[src/rtl/ppb_pkg.sv]
package ppb_pkg;

  localparam int BUS_W = 32;
  localparam int CBE_W = 4;
  localparam int OFF_W = 8;

  localparam logic [CBE_W-1:0] CMD_IO_RD  = 4'b0010;
  localparam logic [CBE_W-1:0] CMD_IO_WR  = 4'b0011;
  localparam logic [CBE_W-1:0] CMD_CFG_RD = 4'b1010;
  localparam logic [CBE_W-1:0] CMD_CFG_WR = 4'b1011;

  typedef enum logic {PH_IDLE, PH_DATA} phase_e;

  typedef struct packed {
    logic             is_cfg;
    logic             is_wr;
    logic [OFF_W-1:0] off;
  } claim_t;

  function automatic logic cmd_is_io(input logic [CBE_W-1:0] cmd);
    return (cmd == CMD_IO_RD) || (cmd == CMD_IO_WR);
  endfunction

  function automatic logic cmd_is_cfg(input logic [CBE_W-1:0] cmd);
    return (cmd == CMD_CFG_RD) || (cmd == CMD_CFG_WR);
  endfunction

  function automatic logic even_par(input logic [BUS_W-1:0] d,
                                    input logic [CBE_W-1:0] c);
    return ^{d, c};
  endfunction

  function automatic logic [OFF_W-1:0] dword_step(input logic [OFF_W-1:0] off,
                                                  input logic [OFF_W-1:0] mask);
    return (off + OFF_W'(4)) & mask;
  endfunction

endpackage

[src/rtl/ppb_decode.sv]
module ppb_decode
  import ppb_pkg::*;
#(
  parameter int IO_SPAN_LOG2 = 6
) (
  input  logic [BUS_W-1:0]        addr,
  input  logic [CBE_W-1:0]        cmd,
  input  logic                    cfg_sel,
  input  logic [31-IO_SPAN_LOG2:0] io_win,
  output logic                    hit,
  output claim_t                  info
);

  logic io_hit;
  logic cfg_hit;
  logic [OFF_W-1:0] io_off;
  logic [OFF_W-1:0] cfg_off;

  always_comb begin
    io_off = '0;
    io_off[IO_SPAN_LOG2-1:2] = addr[IO_SPAN_LOG2-1:2];
    cfg_off = {addr[7:2], 2'b00};
    io_hit  = cmd_is_io(cmd) && (addr[BUS_W-1:IO_SPAN_LOG2] == io_win);
    cfg_hit = cmd_is_cfg(cmd) && cfg_sel && (addr[1:0] == 2'b00)
              && (addr[10:8] == 3'b000);
    hit         = io_hit || cfg_hit;
    info.is_cfg = cmd[3];
    info.is_wr  = cmd[0];
    info.off    = cmd[3] ? cfg_off : io_off;
  end

endmodule

[src/rtl/ppb_phase.sv]
module ppb_phase
  import ppb_pkg::*;
#(
  parameter int IO_SPAN_LOG2 = 6
) (
  input  logic   clk,
  input  logic   rst_n,
  input  logic   cyc_n,
  input  logic   mrdy_n,
  input  logic   lcl_ready,
  input  logic   hit,
  input  claim_t info,
  output logic   addr_phase,
  output logic   in_data,
  output logic   xfer,
  output logic   last_dword,
  output claim_t cur
);

  localparam int IO_BYTES = 1 << IO_SPAN_LOG2;
  localparam logic [OFF_W-1:0] IO_MASK  = OFF_W'(IO_BYTES - 1);
  localparam logic [OFF_W-1:0] CFG_MASK = '1;

  phase_e state;
  logic   cyc_q;
  logic [OFF_W-1:0] mask;
  logic [OFF_W-1:0] next_off;

  assign in_data    = (state == PH_DATA);
  assign addr_phase = (state == PH_IDLE) && !cyc_n && cyc_q;
  assign xfer       = in_data && !mrdy_n && lcl_ready;
  assign mask       = cur.is_cfg ? CFG_MASK : IO_MASK;
  assign next_off   = dword_step(cur.off, mask);
  assign last_dword = in_data && (next_off == '0);

  always_ff @(posedge clk or negedge rst_n) begin
    if (!rst_n) begin
      state <= PH_IDLE;
      cyc_q <= 1'b1;
      cur   <= '0;
    end else begin
      cyc_q <= cyc_n;
      if (addr_phase && hit) begin
        state <= PH_DATA;
        cur   <= info;
      end else if (xfer) begin
        cur.off <= next_off;
        if (cyc_n) state <= PH_IDLE;
      end
    end
  end

endmodule

[src/rtl/ppb_parity.sv]
module ppb_parity
  import ppb_pkg::*;
(
  input  logic             clk,
  input  logic             rst_n,
  input  logic [BUS_W-1:0] drv_data,
  input  logic [CBE_W-1:0] drv_cbe,
  input  logic             drv_en,
  output logic             par,
  output logic             par_en
);

  always_ff @(posedge clk or negedge rst_n) begin
    if (!rst_n) begin
      par    <= 1'b0;
      par_en <= 1'b0;
    end else begin
      par    <= drv_en ? even_par(drv_data, drv_cbe) : 1'b0;
      par_en <= drv_en;
    end
  end

endmodule

[src/rtl/ppb_target.sv]
module ppb_target
  import ppb_pkg::*;
#(
  parameter int IO_SPAN_LOG2 = 6
) (
  input  logic                     clk,
  input  logic                     rst_n,
  input  logic                     cyc_n,
  input  logic                     mrdy_n,
  input  logic                     cfg_sel,
  input  logic [31:0]              bus_d_in,
  input  logic [3:0]               cmd_be_n,
  input  logic [31-IO_SPAN_LOG2:0] io_win,
  output logic [31:0]              bus_d_out,
  output logic                     bus_oe,
  output logic                     par_out,
  output logic                     par_oe,
  output logic                     claim_n,
  output logic                     srdy_n,
  output logic                     halt_n,
  output logic [7:0]               lcl_addr,
  output logic                     lcl_cfg,
  output logic                     lcl_wr,
  output logic                     lcl_rd,
  output logic [3:0]               lcl_be,
  output logic [31:0]              lcl_wdata,
  input  logic [31:0]              lcl_rdata,
  input  logic                     lcl_ready
);

  logic   dec_hit;
  claim_t dec_info;
  logic   addr_phase;
  logic   in_data;
  logic   xfer;
  logic   last_dword;
  claim_t cur;

  ppb_decode #(.IO_SPAN_LOG2(IO_SPAN_LOG2)) i_decode (
    .addr    (bus_d_in),
    .cmd     (cmd_be_n),
    .cfg_sel (cfg_sel),
    .io_win  (io_win),
    .hit     (dec_hit),
    .info    (dec_info)
  );

  ppb_phase #(.IO_SPAN_LOG2(IO_SPAN_LOG2)) i_phase (
    .clk        (clk),
    .rst_n      (rst_n),
    .cyc_n      (cyc_n),
    .mrdy_n     (mrdy_n),
    .lcl_ready  (lcl_ready),
    .hit        (dec_hit),
    .info       (dec_info),
    .addr_phase (addr_phase),
    .in_data    (in_data),
    .xfer       (xfer),
    .last_dword (last_dword),
    .cur        (cur)
  );

  assign claim_n   = !in_data;
  assign srdy_n    = !(in_data && lcl_ready);
  assign halt_n    = !last_dword;
  assign bus_oe    = in_data && !cur.is_wr;
  assign bus_d_out = bus_oe ? lcl_rdata : '0;
  assign lcl_addr  = cur.off;
  assign lcl_cfg   = cur.is_cfg;
  assign lcl_wr    = xfer && cur.is_wr;
  assign lcl_rd    = xfer && !cur.is_wr;
  assign lcl_be    = ~cmd_be_n;
  assign lcl_wdata = bus_d_in;

  ppb_parity i_parity (
    .clk      (clk),
    .rst_n    (rst_n),
    .drv_data (bus_d_out),
    .drv_cbe  (cmd_be_n),
    .drv_en   (bus_oe),
    .par      (par_out),
    .par_en   (par_oe)
  );

endmodule

[config.mk]
export PLATFORM = sky130hd
export DESIGN_NAME = ppb_target
export DESIGN_NICKNAME = d
export VERILOG_FILES = /design/src/rtl/ppb_pkg.sv /design/src/rtl/ppb_decode.sv /design/src/rtl/ppb_phase.sv /design/src/rtl/ppb_parity.sv /design/src/rtl/ppb_target.sv
export SDC_FILE = /design/constraint.sdc
export NUM_CORES = 1
export LEC_CHECK = 0
export BUFFER_PORTS_ARGS = -buffer_cell sky130_fd_sc_hd__buf_2
export CAP_MARGIN = 30
export CORE_UTILIZATION = 37
export CTS_CLUSTER_DIAMETER = 60
export DETAILED_ROUTE_END_ITERATION = 6
export PLACE_DENSITY = 0.83
export SLEW_MARGIN = 40
export SYNTH_ARGS = -nofsm -noshare
export SYNTH_HDL_FRONTEND = slang
export SYNTH_SLANG_ARGS = --single-unit
[constraint.sdc]
create_clock -name clk -period 1.7 [get_ports clk]
set_clock_uncertainty 0.1 [all_clocks]
set_input_delay 0.17 -clock clk [delete_from_list [all_inputs] [get_ports clk]]
set_output_delay 0.17 -clock clk [all_outputs]
set_load 0.005 [all_outputs]
==> results.py <==
metrics = {
    "run_status": {
        "status": "complete, no violations",
    },
    "critical_path": {
        "required_ns": 1.71,
        "end_kind": "flip-flop",
        "crit_family": "compound AO/OA/AOI/OAI gates",
        "crit_path_start_kind": "input port",
        "worst-setup-path-type": "in2reg",
        "path_max_fanout": 5,
        "r2r-start": "i_phase.cur[2]",
        "crit_chain": "buf_6 > xor2_2 > nor4_2 > nand4_1 > o21ai_4 > buf_12 > a21oi_1 > a221o_1",
        "startpoint": "io_win[0]",
        "max_stage_delay_ns": 0.31,
        "cp_slowest_cell": "nor4_2",
        "arrival_ns": 1.63,
        "crit_buf_inv": 2,
    },
    "timing": {
        "rsz0062_at_grt": "true",
        "max_freq_mhz": 618.1,
        "slew_viol_final": 0,
        "hold_viol_final": 0,
        "post-route-min-period_ns": 1.618,
        "tns_ns": 0,
        "finalSetupViolations": 0,
        "whs_ns": 0.08670,
        "period_share": 0.9516,
    },
    "synthesis": {
        "ys_warn_count": 0,
        "synth-simple-area-share": 0.2286,
        "ys_seq_area_frac": 0.1635,
        "syn_avg_cell_area_um2": 8.383,
        "synthAdderAreaFrac": 0.03392,
        "synth-async-reset-ratio": 1.000,
        "synthMuxAreaShare": 0.03256,
        "yosysUniqueCellTypes": 34,
        "synth_top_family_by_area": "XOR/XNOR gates",
        "synthFlopType": "dfrtp_1",
        "synth-seq-cells": 12,
        "synthXorXnorAreaFrac": 0.2924,
        "synth_area_mm2": 0.001844,
        "synth_edf_count": 0,
        "synth_cells": 220,
        "synth-compound-area-share": 0.06784,
    },
    "floorplan": {
        "placementRows": 25,
        "io_pins": 185,
        "die_x_um": 72.60,
        "initial_utilization": 0.3879,
        "dieArea_mm2": 0.005271,
        "fp.dieH_um": 72.60,
        "coreArea_mm2": 0.004755,
    },
    "layout": {
        "final_nets": 489,
        "n_antenna_cell": 0,
        "synthToLayoutAreaGrowth_pct": 55.29,
        "layout-drive-gt1-share": 0.5875,
    },
    "clock_tree": {
        "insertion_delay_ns": 0.24,
        "htreeDepth": 1,
        "numCtsBuffers": 3,
        "clk_pin_slew_worst_paths_ns": 0.06,
        "cts_tree": "built",
        "clockRootBuffer": "clkbuf_8",
        "max-clock-path-buffers": 2,
        "cts_sinks": 12,
    },
    "worst_hold_path": {
        "hold_class": "in2reg",
        "min_from": "bus_d_in[4]",
    },
    "placement": {
        "port_buffers": 182,
        "dpl.hpwl_um": 4476,
        "gp_congestion": 0.7715,
    },
    "routing": {
        "drtPass1Iterations": 4,
        "vias": 1946,
        "wl_per_cell_um": 11.53,
        "routed_via_density": 4.324,
        "drc": 0,
        "drtIter0Drc": 65,
        "ant_nets": 0,
        "wirelength_um": 5188,
    },
    "global_routing": {
        "antenna_found_initial": 0,
        "grt_overflow": 0,
        "grt_pass1_vias": 1737,
        "grt_pass1_wl_um": 7769,
        "track_usage": 0.1849,
        "grt_max_degree": 35,
    },
    "power_and_ir_drop": {
        "total_power_mw": 1.210,
        "power_leakage_nw": 1.580,
        "max-vdd-ir-drop_v": 0.0002608,
        "power_density_mw_per_mm2": 422.4,
    },
    "run": {
        "max_cap_violations": 0,
    },
}
logic make-up after synthesis:
group / count (synthesis)
muxes: 4
DFF: 12
buffers and inverters: 48
xor gates and xnor gates: 60
AOI/OAI and AO/OA: 17
other: 1
adders and majority gates: 5
and+or+nand+nor: 73
cells in the mapped netlist (2+ instances only):
| library cell | number | area (um2) |
|---|---|---|
| nor3_1 | 4 | 20.02 |
| a31o_1 | 2 | 17.52 |
| nand4_1 | 2 | 12.51 |
| xor2_1 | 30 | 262.8 |
| buf_4 | 40 | 300.3 |
| o21ai_0 | 4 | 20.02 |
| nor4_1 | 7 | 43.79 |
| xnor2_1 | 29 | 254.0 |
| nor2_1 | 5 | 18.77 |
| ha_1 | 5 | 62.56 |
| inv_1 | 5 | 18.77 |
| clkbuf_1 | 3 | 11.26 |
| nand2_1 | 12 | 45.04 |
| nand3_1 | 4 | 20.02 |
| and2_1 | 33 | 206.5 |
| dfrtp_1 | 11 | 275.3 |
| mux2_4 | 4 | 60.06 |
| a21oi_1 | 3 | 15.01 |
| a22oi_1 | 2 | 15.01 |
worst reg2reg max path, cell delays in order, from the launching register on:
cell and delay, ns:
dfrtp_1 0.43, ha_1 0.25, nand3_1 0.10, nor3_1 0.05, a21o_1 0.15, a22oi_1 0.14
a21oi_1 0.05, a31o_1 0.18
report_power, final:
| part | internal, mW | switching [mW] |
|---|---|---|
| Sequential | 0.298 | 0.0126 |
| Clock | 0.165 | 0.102 |
| Combinational | 0.366 | 0.267 |
| Total | 0.829 | 0.381 |
cell type report:
type / instances / area (um2)
Fill cell: 441 / 1891
Multi-Input combinational cell: 161 / 1300
Timing Repair Buffer: 201 / 1099
Sequential cell: 12 / 302.8
Tap cell: 67 / 83.83
Clock buffer: 4 / 45.04
Inverter: 5 / 33.78
metal layers:
layer / global-route usage / wire length [um] / vias to the layer above
met1: 0.2268 / 2078 / 848
met5: 0 / 0 / -
met2: 0.3489 / 2804 / 86
met4: 0.05011 / 50 / 0
met3: 0.009669 / 255 / 4
li1: - / - / 1008
stage by stage:
step,worst slack [ns],std cells,utilization,instance area [um2]
6_report,0.08225,450,0.6024,2864
5_1_grt,-0.01085,450,0.6024,2864
4_1_cts,0.01782,449,0.5879,2795
3_5_place_dp,-0.2616,443,0.5739,2729
3_3_place_gp,-0.2069,443,0.5739,2729
2_1_floorplan,0.004494,221,-,1901
final timing paths:
check                      slack (ns)  cells after the start             end
max                              0.08                      8  i_phase.cur[3]
min                              0.09                      2  i_phase.cur[4]
max in group asynchronous        0.97                      2   i_phase.cyc_q
min reg2reg                      0.43                      1    i_parity.par
min in group asynchronous        0.25                      2  i_phase.cur[2]
max reg2reg                      0.13                      7  i_phase.cur[6]
cells in the final DEF, fill, tap and decap left out, types with 2 or more instances in the layout:
| cell type | n |
|---|---|
| ha_1 | 2 |
| ha_4 | 3 |
| nand4_1 | 2 |
| mux2_4 | 4 |
| buf_2 | 179 |
| clkbuf_8 | 3 |
| nor4_2 | 3 |
| buf_6 | 2 |
| dlygate4sd3_1 | 2 |
| a22oi_1 | 2 |
| xnor2_1 | 29 |
| nand3_1 | 3 |
| nor3_1 | 4 |
| buf_12 | 2 |
| nor2_1 | 4 |
| nor4_1 | 4 |
| xor2_1 | 29 |
| conb_1 | 2 |
| nand2_1 | 12 |
| buf_4 | 16 |
| inv_1 | 2 |
| a31o_1 | 2 |
| dfrtp_1 | 10 |
| and2_1 | 33 |
| a21oi_1 | 3 |
| o21ai_0 | 3 |
state kept, by name (all words and copies together) (netlist names):
name             flops
i_phase.cur          8
i_parity.par         1
i_parity.par_en      1
i_phase.cyc_q        1
i_phase.in_data      1
what timing repair did:
item | in CTS | in global routing
endpoints found under the hold margin | 13 | 0
setup endpoints to repair | 10 | 39
hold buffers | 2 | 0
setup buffers | 0 | 1
pin swaps | 1 | 5
gates resized for setup | 1 | 13
gates cloned | 0 | 0
Power figures use the tool's default switching activity.
